## src/rtl/sclkdiv_pkg.sv

```systemverilog
package sclkdiv_pkg;

   typedef enum logic { EDGE_LEAD = 1'b0, EDGE_TRAIL = 1'b1 } edge_kind_e;

   // Half of the effective (even, >= 2) prescale value.
   function automatic int unsigned half_presc(input int unsigned p);
      int unsigned h;
      h = p >> 1;
      return (h == 0) ? 1 : h;
   endfunction

endpackage

```

## src/rtl/sclkdiv_prescaler.sv

```systemverilog
module sclkdiv_prescaler #(
   parameter int PRE_W = 8
) (
   input  logic             clk,
   input  logic             rst_n,
   input  logic             active,
   input  logic [PRE_W-1:0] presc,
   output logic             tick
);
   localparam int HW = PRE_W - 1;

   logic [HW-1:0] half;
   logic [HW-1:0] cnt_q;

   // Bit 0 dropped; a zero half clamps to one (divide by two).
   always_comb begin
      half = presc[PRE_W-1:1];
      if (half == '0) half = HW'(1);
   end

   assign tick = active && (cnt_q == half - HW'(1));

   always_ff @(posedge clk or negedge rst_n) begin
      if (!rst_n)                cnt_q <= '0;
      else if (!active || tick)  cnt_q <= '0;
      else                       cnt_q <= cnt_q + HW'(1);
   end

endmodule

```

## src/rtl/sclkdiv_rate.sv

```systemverilog
module sclkdiv_rate #(
   parameter int RATE_W = 8
) (
   input  logic              clk,
   input  logic              rst_n,
   input  logic              active,
   input  logic              tick,
   input  logic [RATE_W-1:0] rate,
   output logic              edge_now
);
   logic [RATE_W-1:0] cnt_q;

   assign edge_now = tick && (cnt_q == rate);

   always_ff @(posedge clk or negedge rst_n) begin
      if (!rst_n)          cnt_q <= '0;
      else if (!active)    cnt_q <= '0;
      else if (edge_now)   cnt_q <= '0;
      else if (tick)       cnt_q <= cnt_q + RATE_W'(1);
   end

endmodule

```

## src/rtl/sclkdiv_edge.sv

```systemverilog
module sclkdiv_edge
   import sclkdiv_pkg::*;
(
   input  logic clk,
   input  logic rst_n,
   input  logic active,
   input  logic edge_now,
   input  logic cpol,
   input  logic cpha,
   output logic sclk,
   output logic sample_stb,
   output logic shift_stb
);
   logic       tog_q;
   logic       samp_q;
   logic       shft_q;
   edge_kind_e kind;
   logic       capture;

   // tog_q == 0: clock rests at idle, so the coming edge is leading.
   assign kind    = tog_q ? EDGE_TRAIL : EDGE_LEAD;
   assign capture = (kind == EDGE_LEAD) ? ~cpha : cpha;

   always_ff @(posedge clk or negedge rst_n) begin
      if (!rst_n) begin
         tog_q  <= 1'b0;
         samp_q <= 1'b0;
         shft_q <= 1'b0;
      end else if (!active) begin
         tog_q  <= 1'b0;
         samp_q <= 1'b0;
         shft_q <= 1'b0;
      end else begin
         samp_q <= edge_now &&  capture;
         shft_q <= edge_now && !capture;
         if (edge_now) tog_q <= ~tog_q;
      end
   end

   assign sclk       = tog_q ^ cpol;
   assign sample_stb = samp_q;
   assign shift_stb  = shft_q;

endmodule

```

## src/rtl/sclk_divider.sv

```systemverilog
module sclk_divider #(
   parameter int PRE_W  = 8,
   parameter int RATE_W = 8
) (
   input  logic              clk,
   input  logic              rst_n,
   input  logic              en,
   input  logic              run,
   input  logic              cpol,
   input  logic              cpha,
   input  logic [PRE_W-1:0]  presc,
   input  logic [RATE_W-1:0] rate,
   output logic              sclk,
   output logic              sample_stb,
   output logic              shift_stb
);
   generate
      if (PRE_W < 2) begin : g_bad_pre
         $error("sclk_divider: PRE_W must be at least 2");
      end
      if (RATE_W < 1) begin : g_bad_rate
         $error("sclk_divider: RATE_W must be at least 1");
      end
   endgenerate

   logic active;
   logic tick;
   logic edge_now;

   assign active = en && run;

   sclkdiv_prescaler #(.PRE_W(PRE_W)) u_pre (
      .clk(clk), .rst_n(rst_n), .active(active), .presc(presc), .tick(tick)
   );

   sclkdiv_rate #(.RATE_W(RATE_W)) u_rate (
      .clk(clk), .rst_n(rst_n), .active(active), .tick(tick),
      .rate(rate), .edge_now(edge_now)
   );

   sclkdiv_edge u_edge (
      .clk(clk), .rst_n(rst_n), .active(active), .edge_now(edge_now),
      .cpol(cpol), .cpha(cpha), .sclk(sclk),
      .sample_stb(sample_stb), .shift_stb(shift_stb)
   );

endmodule

```

## config.mk

```make
export PLATFORM = sky130hd
export DESIGN_NAME = sclk_divider
export DESIGN_NICKNAME = d
export VERILOG_FILES = /design/src/rtl/sclkdiv_pkg.sv /design/src/rtl/sclkdiv_prescaler.sv /design/src/rtl/sclkdiv_rate.sv /design/src/rtl/sclkdiv_edge.sv /design/src/rtl/sclk_divider.sv
export SDC_FILE = /design/constraint.sdc
export NUM_CORES = 1
export LEC_CHECK = 0
export ABC_CLOCK_PERIOD_IN_PS = 3000
export BUFFER_PORTS_ARGS = -buffer_cell sky130_fd_sc_hd__buf_2
export CELL_PAD_IN_SITES_DETAIL_PLACEMENT = 0
export CELL_PAD_IN_SITES_GLOBAL_PLACEMENT = 1
export CORE_MARGIN = 2
export CORE_UTILIZATION = 30
export DETAILED_ROUTE_END_ITERATION = 8
export PLACE_DENSITY_LB_ADDON = 0.1
export SYNTH_ARGS = -nofsm -noshare
export SYNTH_HDL_FRONTEND = slang
export SYNTH_SLANG_ARGS = --single-unit
```

## constraint.sdc

```tcl
create_clock -name clk -period 3 [get_ports clk]
set_clock_uncertainty 0.2 [all_clocks]
set_input_delay 0.6 -clock clk [delete_from_list [all_inputs] [get_ports clk]]
set_output_delay 0.6 -clock clk [all_outputs]
set_load 0.05 [all_outputs]
```

==> qor.csv <==
metric,value,unit
total power,0.545,mW
Die Area,4800,µm²
Core Area,4060,µm²
total number of vias,1244,
"Cell Area, Synth",1280,µm²
clk buf depth,2,
period utilization,95.3,%
Die H,69.3,µm
fin crit period,2.86,ns
I/O Buffers,23,
Post-Synthesis Cells,145,
leakage,0.727,nW
unrepaired setup endpoints after global routing,no,
DRT antenna net count,0,
crit path max fanout,4,
syn nets,170,
reg2reg setup slack,0.24,ns
max_cap viols,0,
Min-Delay Path Class,in2async,
Clock Latency Late Sink,0.26,ns
crit path capture type,register,
global route overflow,0,
vias in the first global route,1268,
sequential area share after synthesis,35.3,%
Slew headroom,59.3,%
net count reported at finish,214,
global placement routability congestion,0.863,
layout cells sized above 1,31.4,%
"Data arrival, critical path",2.84,ns
antenna violations before repair,0,
final WL,3470,µm
TritonCTS Sinks,18,
Avg WL per Cell,14.6,µm
Syn-to-layout area delta,32.8,%
Final setup viols,0,
IO Pins,25,
most frequent cells in the layout,"23 x buf_2, 21 x buf_4, 18 x dfrtp_1",
FMAX,350,MHz
run status,finished clean,
vias per std cell,5.23,
startpoint types,input pin,
Num CTS Buffers,3,
critical path type,in2reg,
"Avg Cell Area, Syn",8.81,µm²
row count,23,
Global Route Usage Sum,15.1,%
pwr dens,321,nW/µm²
Min Hold Slack,0.0744,ns
DRC Markers,0,
H-tree levels,1,
DP Wirelength,2620,µm
WP data required,2.98,ns
initial core utilization,31.5,%
Diodes inserted,0,
largest net degree at the start of global routing,19,
Yosys warning total,0,
final hold vios,0,
Root Buffer,clkbuf_8,
"Reg clk slew, reported paths",0.08,ns
pin slew with the least headroom to its limit,0.609,ns
CTS tree,yes,
first-pass GRT wire length,5920,µm
Pre-antenna DRT Iters,4,
Synth cell types,40,
#FFs+latches synth,18,
maximum vdd drop,0.216,mV
"most common cell after layout, fill and taps aside",buf_2,
"Slew Viols, Final",0,
number of DRC markers in iteration 0,91,
CTS hold repair buffers,0,
die extent in x,69.3,µm
==> power by group <==
group / internal (mW) / switching, mW
clock: 0.117 / 0.0897
combinational: 0.0441 / 0.0498
sequential: 0.244 / 0.00101
==> cell usage after synthesis <==
cell type / n / area [µm²]
dfrtp_1: 18 / 450
xnor2_1: 15 / 131
a21oi_1: 10 / 50.1
nand3_1: 9 / 45.0
nor3_1: 9 / 45.0
nand4_1: 8 / 50.1
nor2_1: 7 / 26.3
nor2b_1: 7 / 43.8
o21ai_0: 7 / 35.0
and3_1: 6 / 37.5
o22ai_1: 5 / 31.3
xor2_1: 4 / 35.0
ha_1: 3 / 37.5
inv_1: 3 / 11.3
nand2_1: 3 / 11.3
or4_1: 3 / 22.5
clkbuf_1: 2 / 7.51
nor4_1: 2 / 12.5
o31ai_1: 2 / 15.0
or3_1: 2 / 12.5
a2111oi_1: 1 / 10.0
a21boi_1: 1 / 7.51
a31oi_1: 1 / 6.26
a32oi_1: 1 / 8.76
and2_1: 1 / 6.26
buf_1: 1 / 3.75
buf_2: 1 / 5.00
dlygate4sd3_1: 1 / 10.0
mux2_2: 1 / 11.3
mux2_4: 1 / 15.0
mux2i_1: 1 / 10.0
nand2b_1: 1 / 6.26
nand3b_1: 1 / 7.51
nor3b_1: 1 / 7.51
nor3b_2: 1 / 12.5
o211ai_1: 1 / 7.51
o41ai_1: 1 / 8.76
or2_2: 1 / 6.26
or2b_1: 1 / 7.51
or3b_1: 1 / 8.76
==> critical path, stage by stage <==
cell and delay (ns):
buf_2 0.13, or3b_1 0.36, mux2_2 0.26, mux2_4 0.27
or4_4 0.54, or4_1 0.51, a21oi_2 0.16
==> per-stage QoR <==
stage	util, %	setup TNS [ns]	cell area [µm²]	cells	setup slack, ns
global route	41.8	0	1700	238	0.0157
detailed placement	39.7	-2.02	1610	234	-0.181
floorplan	-	0	1300	145	0.0136
CTS	41.0	0	1670	238	0.0841
global placement	39.7	-1.38	1610	234	-0.138
finish	41.8	0	1700	238	0.141
==> timing repair <==
item / in CTS / in global routing
endpoints found under the hold margin: 0 / 0
gates resized for setup: 0 / 7
setup buffers: 0 / 0
setup endpoints to repair: 0 / 16
==> logic make-up after synthesis <==
| logic type | share of synthesized area [%] |
|---|---|
| and+or+nand+nor | 28.9 |
| AOI/OAI and AO/OA | 14.1 |
| xor gates and xnor gates | 13.0 |
| DFF | 35.3 |
| buffers and inverters | 2.94 |
| muxes | 2.84 |
| adders and majority gates | 2.94 |
==> cell type report <==
type,count,area [µm²]
fill,430,2360
timing repair buffer,44,273
multi-input combinational,119,845
tap,50,62.6
sequential,18,450
clock buffer,4,55.1
inverter,3,11.3
==> flip-flops by register name (all words and copies together), names as in the netlist <==
name               count
u_edge.tog_q           1
u_edge.sample_stb      1
u_rate.cnt_q           8
u_pre.cnt_q            7
u_edge.shift_stb       1
==> path summary, 6_finish.rpt <==
path                       cells after the start           start               to
setup reg to reg                               6  u_pre.cnt_q[3]  u_rate.cnt_q[0]
min in group clk                               1    u_edge.tog_q     u_edge.tog_q
setup / recovery                               7        presc[2]  u_rate.cnt_q[0]
max in group asynchronous                      1           rst_n   u_pre.cnt_q[3]
hold reg to reg                                1    u_edge.tog_q     u_edge.tog_q
hold / removal                                 1           rst_n  u_rate.cnt_q[0]
==> layer usage <==
metal | GRT usage [%] | wire, µm | vias up
li1 | - | - | 626
met1 | 21.9 | 1770 | 593
met2 | 23.4 | 1550 | 23
met3 | 3.20 | 130 | 2
met4 | 2.61 | 17 | 0
met5 | 0 | 0 | -
Note: power is estimated with default switching activity, not from simulation.
